### src/rtl/clksrc_pkg.sv
package clksrc_pkg;
  // register offsets (decoded by software)
  localparam int CTRL_OFS = 0;
  localparam int MULT_OFS = 1;
  localparam int TRIM_OFS = 2;
  // control register bit positions
  localparam int B_INT_EN = 0;
  localparam int B_INT_ST = 1;
  localparam int B_EXT_EN = 2;
  localparam int B_EXT_ST = 3;

  typedef struct packed {
    logic ctrl;
    logic mult;
    logic trim;
  } wr_hit_t;
endpackage

### src/rtl/clksrc_gen_enable.sv
// One generator enable bit: forced on by the source conditions, cleared by
// software only after the releasing condition has held for a full cycle.
module clksrc_gen_enable #(
  parameter logic RST_VAL = 1'b1
) (
  input  logic clk,
  input  logic rst_n,
  input  logic force_on,
  input  logic clr_ok_now,
  input  logic wr,
  input  logic wbit,
  output logic en,
  output logic clr_ok_held
);
  logic ok_q;
  logic clr_take;

  assign clr_ok_held = ok_q & clr_ok_now;
  assign clr_take    = wr & ~wbit & clr_ok_held;

  always_ff @(posedge clk or negedge rst_n) begin
    if (!rst_n) begin
      ok_q <= 1'b0;
      en   <= RST_VAL;
    end else begin
      ok_q <= clr_ok_now;
      if (force_on)      en <= 1'b1;
      else if (wr && wbit) en <= 1'b1;
      else if (clr_take) en <= 1'b0;
    end
  end
endmodule

### src/rtl/clksrc_startup_timer.sv
// Counts external ticks after enable; saturates at TICKS.
module clksrc_startup_timer #(
  parameter int TICKS = 4096
) (
  input  logic clk,
  input  logic rst_n,
  input  logic clear,
  input  logic tick,
  output logic done
);
  localparam int CW = $clog2(TICKS + 1);
  localparam logic [CW-1:0] LIM = CW'(TICKS);

  logic [CW-1:0] cnt;

  always_ff @(posedge clk or negedge rst_n) begin
    if (!rst_n)                  cnt <= '0;
    else if (clear)              cnt <= '0;
    else if (tick && cnt != LIM) cnt <= cnt + 1'b1;
  end

  assign done = (cnt == LIM);
endmodule

### src/rtl/clksrc_int_qualifier.sv
// Internal stable flag: set by in-range, dropped by disturbances, held off
// for one cycle after a factor or trim write.
module clksrc_int_qualifier (
  input  logic clk,
  input  logic rst_n,
  input  logic clear,
  input  logic reval,
  input  logic in_range,
  output logic stable
);
  logic hold_q;

  always_ff @(posedge clk or negedge rst_n) begin
    if (!rst_n) begin
      hold_q <= 1'b0;
      stable <= 1'b0;
    end else begin
      hold_q <= reval;
      if (clear)                    stable <= 1'b0;
      else if (!hold_q && in_range) stable <= 1'b1;
    end
  end
endmodule

### src/rtl/clksrc_factor_regs.sv
// Multiplier factor (lockable, zero aliased to one) and trim storage.
module clksrc_factor_regs #(
  parameter int MULT_W   = 7,
  parameter int MULT_RST = 21,
  parameter int TRIM_W   = 8,
  parameter int TRIM_RST = 128,
  parameter int DATA_W   = 8
) (
  input  logic              clk,
  input  logic              rst_n,
  input  logic              wr_mult,
  input  logic              wr_trim,
  input  logic              lock,
  input  logic [DATA_W-1:0] wdata,
  output logic [MULT_W-1:0] mult_raw,
  output logic [MULT_W-1:0] mult_eff,
  output logic [TRIM_W-1:0] trim
);
  function automatic logic [MULT_W-1:0] alias_zero(input logic [MULT_W-1:0] f);
    return (f == '0) ? MULT_W'(1) : f;
  endfunction

  always_ff @(posedge clk or negedge rst_n) begin
    if (!rst_n) begin
      mult_raw <= MULT_W'(MULT_RST);
      trim     <= TRIM_W'(TRIM_RST);
    end else begin
      if (wr_mult && !lock) mult_raw <= wdata[MULT_W-1:0];
      if (wr_trim)          trim     <= wdata[TRIM_W-1:0];
    end
  end

  assign mult_eff = alias_zero(mult_raw);
endmodule

### src/rtl/clksrc_ctrl.sv
module clksrc_ctrl #(
  parameter int ADDR_W        = 2,
  parameter int DATA_W        = 8,
  parameter int MULT_W        = 7,
  parameter int MULT_RST      = 21,
  parameter int TRIM_W        = 8,
  parameter int TRIM_RST      = 128,
  parameter int STARTUP_TICKS = 4096
) (
  input  logic              clk,
  input  logic              rst_n,
  input  logic [ADDR_W-1:0] bus_addr,
  input  logic              bus_wr,
  input  logic [DATA_W-1:0] bus_wdata,
  output logic [DATA_W-1:0] bus_rdata,
  input  logic              clk_sel,
  input  logic              mon_en,
  input  logic              int_clk_dead,
  input  logic              ext_clk_dead,
  input  logic              stop_req,
  input  logic              osc_keep_in_stop,
  input  logic              ext_tick,
  input  logic              int_in_range,
  output logic              int_gen_en,
  output logic              ext_gen_en,
  output logic              int_stable,
  output logic              ext_stable,
  output logic [MULT_W-1:0] mult_factor,
  output logic [TRIM_W-1:0] trim_value
);
  import clksrc_pkg::*;

  // named internal events
  wr_hit_t     hit;
  logic        wr_ctrl, wr_mult, wr_trim;
  logic        stop_kill;
  logic        int_force, ext_force;
  logic        int_clr_ok, ext_clr_ok;
  logic        int_clr_held, ext_clr_held;
  logic        ext_st_clear, int_st_clear;
  logic [MULT_W-1:0] mult_raw;

  assign hit.ctrl = bus_wr && (bus_addr == ADDR_W'(CTRL_OFS));
  assign hit.mult = bus_wr && (bus_addr == ADDR_W'(MULT_OFS));
  assign hit.trim = bus_wr && (bus_addr == ADDR_W'(TRIM_OFS));
  assign wr_ctrl  = hit.ctrl;
  assign wr_mult  = hit.mult;
  assign wr_trim  = hit.trim;

  assign stop_kill  = stop_req & ~osc_keep_in_stop;
  assign int_force  = mon_en | ~clk_sel;
  assign ext_force  = mon_en | clk_sel;
  assign int_clr_ok = clk_sel & ~mon_en;
  assign ext_clr_ok = ~clk_sel & ~mon_en;

  clksrc_gen_enable #(.RST_VAL(1'b1)) u_int_en (
    .clk(clk), .rst_n(rst_n),
    .force_on(int_force), .clr_ok_now(int_clr_ok),
    .wr(wr_ctrl), .wbit(bus_wdata[B_INT_EN]),
    .en(int_gen_en), .clr_ok_held(int_clr_held)
  );

  clksrc_gen_enable #(.RST_VAL(1'b0)) u_ext_en (
    .clk(clk), .rst_n(rst_n),
    .force_on(ext_force), .clr_ok_now(ext_clr_ok),
    .wr(wr_ctrl), .wbit(bus_wdata[B_EXT_EN]),
    .en(ext_gen_en), .clr_ok_held(ext_clr_held)
  );

  assign ext_st_clear = ext_clk_dead | ~ext_gen_en | stop_kill;

  clksrc_startup_timer #(.TICKS(STARTUP_TICKS)) u_ext_timer (
    .clk(clk), .rst_n(rst_n),
    .clear(ext_st_clear), .tick(ext_tick),
    .done(ext_stable)
  );

  assign int_st_clear = int_clk_dead | ~int_gen_en | wr_mult | wr_trim | stop_kill;

  clksrc_int_qualifier u_int_qual (
    .clk(clk), .rst_n(rst_n),
    .clear(int_st_clear), .reval(wr_mult | wr_trim),
    .in_range(int_in_range), .stable(int_stable)
  );

  clksrc_factor_regs #(
    .MULT_W(MULT_W), .MULT_RST(MULT_RST),
    .TRIM_W(TRIM_W), .TRIM_RST(TRIM_RST), .DATA_W(DATA_W)
  ) u_factors (
    .clk(clk), .rst_n(rst_n),
    .wr_mult(wr_mult), .wr_trim(wr_trim), .lock(mon_en),
    .wdata(bus_wdata),
    .mult_raw(mult_raw), .mult_eff(mult_factor), .trim(trim_value)
  );

  always_comb begin
    bus_rdata = '0;
    case (bus_addr)
      ADDR_W'(CTRL_OFS): begin
        bus_rdata[B_INT_EN] = int_gen_en;
        bus_rdata[B_INT_ST] = int_stable;
        bus_rdata[B_EXT_EN] = ext_gen_en;
        bus_rdata[B_EXT_ST] = ext_stable;
      end
      ADDR_W'(MULT_OFS): bus_rdata[MULT_W-1:0] = mult_raw;
      ADDR_W'(TRIM_OFS): bus_rdata[TRIM_W-1:0] = trim_value;
      default:           bus_rdata = '0;
    endcase
  end
endmodule

### config.mk
export PLATFORM = sky130hd
export DESIGN_NAME = clksrc_ctrl
export DESIGN_NICKNAME = d
export VERILOG_FILES = /design/src/rtl/clksrc_pkg.sv /design/src/rtl/clksrc_gen_enable.sv /design/src/rtl/clksrc_startup_timer.sv /design/src/rtl/clksrc_int_qualifier.sv /design/src/rtl/clksrc_factor_regs.sv /design/src/rtl/clksrc_ctrl.sv
export SDC_FILE = /design/constraint.sdc
export NUM_CORES = 1
export LEC_CHECK = 0
export ABC_AREA = 1
export CORE_MARGIN = 2
export CORE_UTILIZATION = 50
export CTS_CLUSTER_DIAMETER = 40
export DETAILED_ROUTE_END_ITERATION = 10
export HOLD_SLACK_MARGIN = 0.1
export PLACE_DENSITY = 0.76
export SLEW_MARGIN = 20
export SYNTH_ARGS = -nofsm -noshare
export SYNTH_HDL_FRONTEND = slang
export SYNTH_SLANG_ARGS = --single-unit
### constraint.sdc
create_clock -name clk -period 1.8 [get_ports clk]
set_input_delay 0.36 -clock clk [delete_from_list [all_inputs] [get_ports clk]]
set_output_delay 0.36 -clock clk [all_outputs]
set_load 0.02 [all_outputs]
Word level (Yosys, flattened, before mapping)
Cells that the tools add are included.
{"block": "classes", "n_eq_ne": 4, "n_mul": 0, "bitwise": 25, "n_addsub": 1, "shift": 0, "mux": 14, "n_div": 0, "n_lt_le_gt_ge": 0, "n_reduce_logical": 16}
{"op": "$mux W13", "count": 2}
{"op": "$add A13 B1 Y13 const B", "count": 1}
{"op": "$eq A13 B13 Y1 const B", "count": 1}
{"op": "$ne A13 B13 Y1 const B", "count": 1}
{"op": "$pmux W4 S3", "count": 1}
{"op": "$and A1 B1 Y1", "count": 9}
{"op": "$mux W1", "count": 9}
{"op": "$or A1 B1 Y1", "count": 9}
{"op": "$logic_and A1 B1 Y1", "count": 8}
{"op": "$logic_not A7 Y1", "count": 1}
{"op": "$mux W7", "count": 1}
{"op": "$not A1 Y1", "count": 7}
{"op": "$pmux W3 S2", "count": 1}
{"op": "$reduce_bool A3 Y1", "count": 2}
{"op": "$reduce_bool A2 Y1", "count": 2}
{"op": "$eq A2 B1 Y1 const B", "count": 1}
{"op": "$eq A2 B2 Y1 const B", "count": 1}
{"op": "$logic_not A1 Y1", "count": 2}
{"op": "$logic_not A2 Y1", "count": 1}
{"block": "word_totals", "mem_bits_ro": 0, "regBits": 34, "ram_bits": 0, "latchBits": 0, "n_memories": 0}

Depth between registers and ports, before layout
Gate-level depths: netlist (run 1).
{"block": "depth", "word_depth": 7, "mapped_depth": 10, "mapped_depth_nobuf": 9}

By module
From an unflattened synthesis (run 1), not the netlist that was laid out.
{"block": "unflattened", "cells_unflattened": 309, "hier_area_um2": 2135.8}
{"mod": "clksrc_startup_timer", "seq_area_each_um2": 325.3, "instances": 1, "area_per_inst_um2": 968.4, "cells_each": 153}
{"mod": "clksrc_factor_regs", "seq_area_each_um2": 380.4, "instances": 1, "area_per_inst_um2": 644.4, "cells_each": 71}
{"mod": "clksrc_ctrl", "seq_area_each_um2": 0.0, "instances": 1, "area_per_inst_um2": 301.5, "cells_each": 63}
{"mod": "clksrc_gen_enable at u_int_en", "seq_area_each_um2": 51.3, "instances": 1, "area_per_inst_um2": 76.3, "cells_each": 8}
{"mod": "clksrc_gen_enable at u_ext_en", "seq_area_each_um2": 50.0, "instances": 1, "area_per_inst_um2": 75.1, "cells_each": 8}
{"mod": "clksrc_int_qualifier", "seq_area_each_um2": 50.0, "instances": 1, "area_per_inst_um2": 70.1, "cells_each": 6}

Worst setup path after synthesis (run 1)
Ideal clock, no wire load.
{"block": "synth_timing", "kind": "flip-flop to output port", "start": "register u_ext_timer.cnt[0]", "end": "output port bus_rdata[3]", "t_arrival_ps": 1239, "stages_incl_launch_ff": 7, "path_slack_ps": 201, "path_cell_list": "dfrtp_1 > inv_1 > ha_1 > nand2_1 > nor2_2 > nand3_1 > a31oi_1"}
{"block": "synth_via", "elab_chain_cells": 2}
{"item": "from (decl)", "line_no": "clksrc_startup_timer.sv:14", "rtl": "logic [CW-1:0] cnt;"}
{"item": "from (signal assigned)", "line_no": "clksrc_startup_timer.sv:19", "rtl": "else if (tick && cnt != LIM) cnt <= cnt + 1'b1;"}
{"item": "$eq A13 B13 Y1", "line_no": "clksrc_startup_timer.sv:22", "rtl": "assign done = (cnt == LIM);"}
{"item": "$pmux W4 S3", "line_no": "clksrc_ctrl.sv:98", "rtl": "case (bus_addr)"}
{"item": "to (decl)", "line_no": "clksrc_ctrl.sv:15", "rtl": "output logic [DATA_W-1:0] bus_rdata,"}
No other way between the ends.

Final worst setup path (run 1)
{"block": "layout_timing", "start": "register u_ext_timer.cnt[1]", "end": "output port bus_rdata[3]"}
The elaborated chain is that of the path after synthesis.

==> metrics, run 1 <==
outcome=finished, violations left; failing checks=setup timing; largest net degree at the start of global routing=35; R2R Setup Slk=~0.18 ns; TritonCTS buffer count=5; Final Setup Violations=1; Clk Latency, worst-skew pair=approximately 0.29 ns; initial antenna violation count=0; DR pass1 iterations=4; Post-Route WL=between 5 and 6 mm; critical path class=reg -> out; post-route ant nets=0; core footprint=3970 um2; WL/cell=roughly 13 um; minimum clock period=around 1.9 ns; syn_area_per_cell=7.36 um2; Final Cycle Share=107%; CP max FO=2; RD Place Congestion=a little over 0.8; Critical Path Max Stage Delay=0.39 ns; instance count on the critical path=7; Max Cap Violations=0; unrepaired setup endpoints after global routing=yes; Syn Std Cell Area=2040 um2; Cells after Synth=about 280; share of synthesized registers carrying an async set or reset=between 90% and 100%; worst path required time=between 1 and 1.5 ns; Area contributors post-synth=dfrtp_1 (36%), nand2_1 (16%), nand3_1 (6.6%), dfstp_2 (6.4%), inv_1 (5.7%); Ys Warns=0; setup slack after layout=-0.119 ns; # IOs=48; Post-DP Area=about 2700 um2; post-synth cell types=30; R2R depth=11; worst slew pin tran=0.425 ns; clock slew at reported path FFs=around 0.070 ns; startpoint types=register; Buffers & Inverters on Critical Path=2; Hold-fix buffers, CTS=0; first-pass GRT wire length=approximately 8.4 mm; grt ovf=0; Finished Cell Area=slightly below 3000 um2; Clock Tree Buf Depth=2; hold_ws=approximately 0.48 ns; Final Hold Violating Endpoints=0; origin of the critical flop-to-flop path=u_ext_timer.cnt[1]; Post-synth EDFFs=0; Seq cells post-synth=34; share of post-route cells with drive strength above 1=24.2%; CP Cell Sequence=inv_1 > ha_2 > nand2_2 > nor2_4 > nand3_2 > a31oi_1 > buf_4; Synth area leader=dfrtp_1; Place WS=-0.732 ns; vias post-DR=~2000; Setup crit end kind=output port; Initial Util=approximately 51%; Commonest cells post-synth=nand2_1 (87), inv_1 (31), dfrtp_1 (29); # diodes=0; fmax=between 500 and 600 MHz; FF/Latch Area=857 um2; vias per inst=approximately 5.0; # fillers=308; Net Count, Synth=between 300 and 400; initial drt markers=125; Buffers on Ports=47; fin util=74.7%; vias in the first global route=approximately 1900; slowest cell on the critical path=dfrtp_1; peak supply drop=a little under 0.0006 V; Seq/Total Area, Yosys=between 40% and 50%; area of the multi-input gates=1040 um2; crit path DAT=around 1.6 ns; Hold Path Class=in -> async; synthesis-to-layout area growth=45.4%; final setup TNS=-0.119 ns; Final HPWL DP=between 3 and 4 mm; pwr dens=717 nW/um2; LEAKAGE=~0.0015 uW; r2r endpoint=u_ext_timer.cnt[12]; ys flop type=dfrtp_1; clock skew=between 0.006 and 0.007 ns; CTS sink cnt=34; Root Buffer=clkbuf_8; row count=23; gr usage total=24.4%; Die X=about 68 um; most frequent cell after synthesis=nand2_1; CTS tree=built; Nets=between 300 and 400; drt drc=0; post-synth top area share=35.6%; CP delay by family, top=flip-flops; Die Y=67.9 um; die area=between 4000 and 5000 um2; # H-tree levels=2; fin. max-slew vios=0; Slew HR=a little under three quarters
## what timing repair did
item,4_1_cts,5_1_grt
gates resized for setup,51,21
endpoints found under the hold margin,0,0
pin swaps,1,7
setup buffers,2,7
endpoints found under the setup margin,13,23
## worst reg2reg max path, delay by kind of cell (launching register included)
| kind | cells | cell delay [ns] |
|---|---|---|
| fa+ha+maj | 1 | 0.18 |
| simple gates | 7 | 0.68 |
| flops | 1 | 0.39 |
| buf+inv | 3 | 0.26 |
## cells by family after synthesis
kind of cell / Yosys count / synth area share, %
xor gates and xnor gates: 5 / 2.15
AOI/OAI and AO/OA: 26 / 6.81
DFF: 34 / 42.0
muxes: 1 / 0.552
adders and majority gates: 6 / 3.68
and+or+nand+nor: 157 / 34.4
buffers and inverters: 48 / 10.4
## layout make-up
class / count / share of cell area, %
inverters: 33 / 4.35
flip-flops and latches: 34 / 28.9
repair buffers: 89 / 26.6
well taps: 50 / 2.11
multi-input cells: 195 / 35.0
clock buffers: 8 / 3.04
## sequential cells by signal, summed over array words and instances (netlist names)
signal and count:
u_ext_en.en 1, u_factors.trim 8, u_ext_en.ok_q 1, u_ext_timer.cnt 13, u_int_en.en 1, u_factors.mult_raw 7
u_int_en.ok_q 1, u_int_qual.hold_q 1, u_int_qual.stable 1
## per-layer routing
layer / vias up / track usage (%) / part of all wire (%)
li1: 1028 / - / -
met2: 50 / 45.2 / 52
met3: 6 / 5.76 / 5.1
met5: - / 0 / 0
met1: 951 / 28.1 / 42
met4: 0 / 6.50 / 0.88
## report_power, final
| group | leakage, uW | switching [uW] | total [uW] | internal [uW] |
|---|---|---|---|---|
| sequential | 0.000431 | 66.1 | 915 | 849 |
| combinational | 0.00107 | 318 | 621 | 303 |
| clock | 0.0000455 | 277 | 589 | 312 |
## metrics by stage
| step | std cells | power [uW] |
|---|---|---|
| after CTS | 402 | 2090 |
| after global placement | 392 | 1490 |
| final | 409 | 2120 |
| after global routing | 409 | 2240 |
| after detailed placement | 392 | 1500 |
| after floorplan | 277 | 1200 |
## cells in the final DEF (no fill, tap or decap), drive strengths merged
master	instances
nor3	2
clkdlybuf4s15	6
dfrtp	29
nand2	89
clkbuf	9
a21o	1
dlygate4sd2	3
nand3	30
inv	33
a31oi	1
nand4	4
nor2	28
o211ai	2
o21ai	17
dfstp	5
dlymetal6s2s	4
mux2	1
clkdlybuf4s50	28
ha	6
a21oi	5
buf	47
nand3b	2
nor4	2
xor2	5
## worst max path at each step
stage / from / end / slack [ns]
after global placement: bus_addr[0] / bus_rdata[3] / -0.70
after detailed placement: bus_addr[0] / bus_rdata[3] / -0.73
after floorplan: u_ext_timer.cnt[0] / bus_rdata[3] / 0.20
after global routing: u_ext_timer.cnt[1] / bus_rdata[3] / -0.21
after CTS: u_ext_timer.cnt[0] / bus_rdata[3] / -0.07
final: u_ext_timer.cnt[1] / bus_rdata[3] / -0.12
(Power assumes the default switching activity.)
==> run 2, diff against run 1 <==
--- a/config.mk
+++ b/config.mk
@@ -7,11 +7,11 @@
 export LEC_CHECK = 0
 export ABC_AREA = 1
 export CORE_MARGIN = 2
-export CORE_UTILIZATION = 50
-export CTS_CLUSTER_DIAMETER = 40
+export CORE_UTILIZATION = 63
 export DETAILED_ROUTE_END_ITERATION = 10
+export DONT_BUFFER_PORTS = 1
 export HOLD_SLACK_MARGIN = 0.1
-export PLACE_DENSITY = 0.76
+export PLACE_DENSITY = 0.75
 export SLEW_MARGIN = 20
 export SYNTH_ARGS = -nofsm -noshare
 export SYNTH_HDL_FRONTEND = slang
==> run 2 against run 1 <==
Net effect:
- the flow still finishes with violations (setup timing)
- sequential share of layout area increased by 8.8 points
- maximum frequency decreased by 0.75%
- worst setup slack got worse by 0.014 ns
- combinational power decreased by 49%
- register-to-register slack improved by 0.02 ns
- final cell count decreased by 17%
- global-route usage increased by 1.2 points
- highest routed layer unchanged
==> metrics, run 2 (synthesized netlist as in run 1, its figures left out) <==
outcome=finished, violations left; failing checks=setup timing; vias in the first global route=~1700; largest net degree at the start of global routing=35; # H-tree levels=2; # IOs=48; CP max FO=6; Finished Cell Area=2300 um2; Max Cap Violations=0; Post-DP Area=2100 um2; Final Hold Violating Endpoints=0; Hold Path Class=in -> reg; pwr dens=between 700 and 800 nW/um2; clock skew=0.0111 ns; CTS tree=built; initial drt markers=about 100; setup slack after layout=-0.134 ns; share of post-route cells with drive strength above 1=about a fifth; # fillers=279; Place WS=approximately 0.19 ns; WL/cell=about 13 um; row count=20; fin. max-slew vios=0; Slew HR=68.6%; Biggest register=u_ext_timer.cnt; drt drc=0; total chip power=about 1700 uW; RD Place Congestion=approximately 0.85; Die Y=60.9 um; NetSw=between 500 and 600 uW; Initial Util=between 60 and 70%; TritonCTS buffer count=5; die area=roughly 3700 um2; Flop pwr share=between 50% and 60%; post-route ant nets=0; Largest register FFs=13; worst slew pin tran=between 0.4 and 0.5 ns; LEAKAGE=between 0.001 and 0.0015 uW; Setup crit end kind=output port; CP startpoint=u_ext_timer.cnt[6]; hold_ws=between 0.1 and 0.15 ns; origin of the critical flop-to-flop path=u_ext_timer.cnt[0]; Nets=320; sw frac=between 30% and 40%; Critical Path Max Stage Delay=approximately 0.47 ns; most frequent cells in the layout=nand2_1 (85), inv_1 (30), nand3_1 (27); R2R Setup Slk=0.20 ns; fmax=around 520 MHz; synthesis-to-layout area growth=12.6%; core footprint=just over 3000 um2; initial antenna violation count=0; minimum clock period=a little under 2 ns; clock slew at reported path FFs=0.10 ns; vias post-DR=1789; Post-Route WL=about 4.3 mm; Final Setup Violations=1; Comb power frac=18.7%; Die X=60.9 um; CP Cell Sequence=nor2_1 > nand2_1 > nor2_2 > nand3_1 > a31oi_1 > buf_4; cell internal pwr=about 1100 uW; final setup TNS=-0.134 ns; R2R depth=9; startpoint types=register; Buffers on Ports=0; Root Buffer=clkbuf_4; # diodes=0; vias per inst=between 5 and 6; slowest cell on the critical path=dfrtp_2; DR pass1 iterations=4; Clk Latency, worst-skew pair=0.33 ns; r2r endpoint=u_ext_timer.cnt[10]; clock network power share=a little under a quarter; unrepaired setup endpoints after global routing=yes; Final HPWL DP=3.09 mm; Largest regs=u_ext_timer.cnt (13), u_factors.trim (8), u_factors.mult_raw (7); CP endpoint=bus_rdata[3]; grt ovf=0; most common cell after layout, fill and taps aside=nand2_1; first-pass GRT wire length=between 6 and 7 mm; worst path required time=between 1 and 1.5 ns; Clock Tree Buf Depth=2; crit path DAT=~1.6 ns; critical path class=reg -> out; peak supply drop=approximately 0.00053 V; gr usage total=25.6%; CTS sink cnt=34; Final Cycle Share=107%
run 2: changes by cell type in the layout (fill, tap and decap cells not counted), sizes merged:
| cell | delta |
|---|---|
| dlygate4sd3 | +3 |
| clkdlybuf4s15 | -6 |
| dlymetal6s2s | -4 |
| clkdlybuf4s50 | -28 |
| dlygate4sd2 | -3 |
| buf | -26 |
| clkbuf | -1 |
run 2: layout make-up:
cell class,instances,area (um2),share of cell area [%]
repair buffers,24,200,8.72
flip-flops and latches,34,865,37.7
clock buffers,8,48.8,2.13
well taps,44,55.1,2.40
inverters,33,124,5.40
multi-input cells,195,1000,43.7
run 2: power groups by stage:
| stage | clock network, uW | logic (uW) | registers, uW |
|---|---|---|---|
| after floorplan | 0 | 246 | 952 |
| after global placement | 0 | 261 | 992 |
| after detailed placement | 0 | 267 | 992 |
| after CTS | 406 | 305 | 973 |
| after global routing | 436 | 358 | 987 |
| final | 394 | 316 | 976 |
run 2: worst max-delay path: cells and delay by family, from the launching register on:
family	cells	cell delay [ns]
DFF	1	0.47
and+or+nand+nor	4	0.41
AOI/OAI and AO/OA	1	0.19
buffers and inverters	1	0.17
run 2: worst min-delay path by stage:
stage,end,depth (start not counted),start
after CTS,u_int_en.ok_q,2,clk_sel
after global placement,u_ext_timer.cnt[4],0,rst_n
final,u_int_en.ok_q,2,clk_sel
after detailed placement,u_ext_timer.cnt[6],0,rst_n
after global routing,u_int_en.ok_q,2,clk_sel
after floorplan,u_ext_en.en,0,rst_n
run 2: layer usage:
layer | share of wire [%] | track usage [%] | vias up
li1 | - | - | 903
met1 | 41 | 29.0 | 833
met2 | 53 | 45.5 | 49
met3 | 5.3 | 7.89 | 4
met4 | 0.88 | 9.32 | 0
met5 | 0 | 0 | -
run 2: metrics by stage:
step	util (%)	cells
after CTS	71.8	332
after floorplan	-	277
final	74.6	338
after global placement	68.1	318
after detailed placement	68.1	318
after global routing	74.6	338
run 2: what timing repair did:
item | in CTS | in global routing
buffers inserted | 2 | 6
pin swaps | 0 | 4
hold endpoints to repair | 36 | 0
endpoints found under the setup margin | 2 | 3
gates resized for setup | 1 | 14
hold buffers | 4 | 0
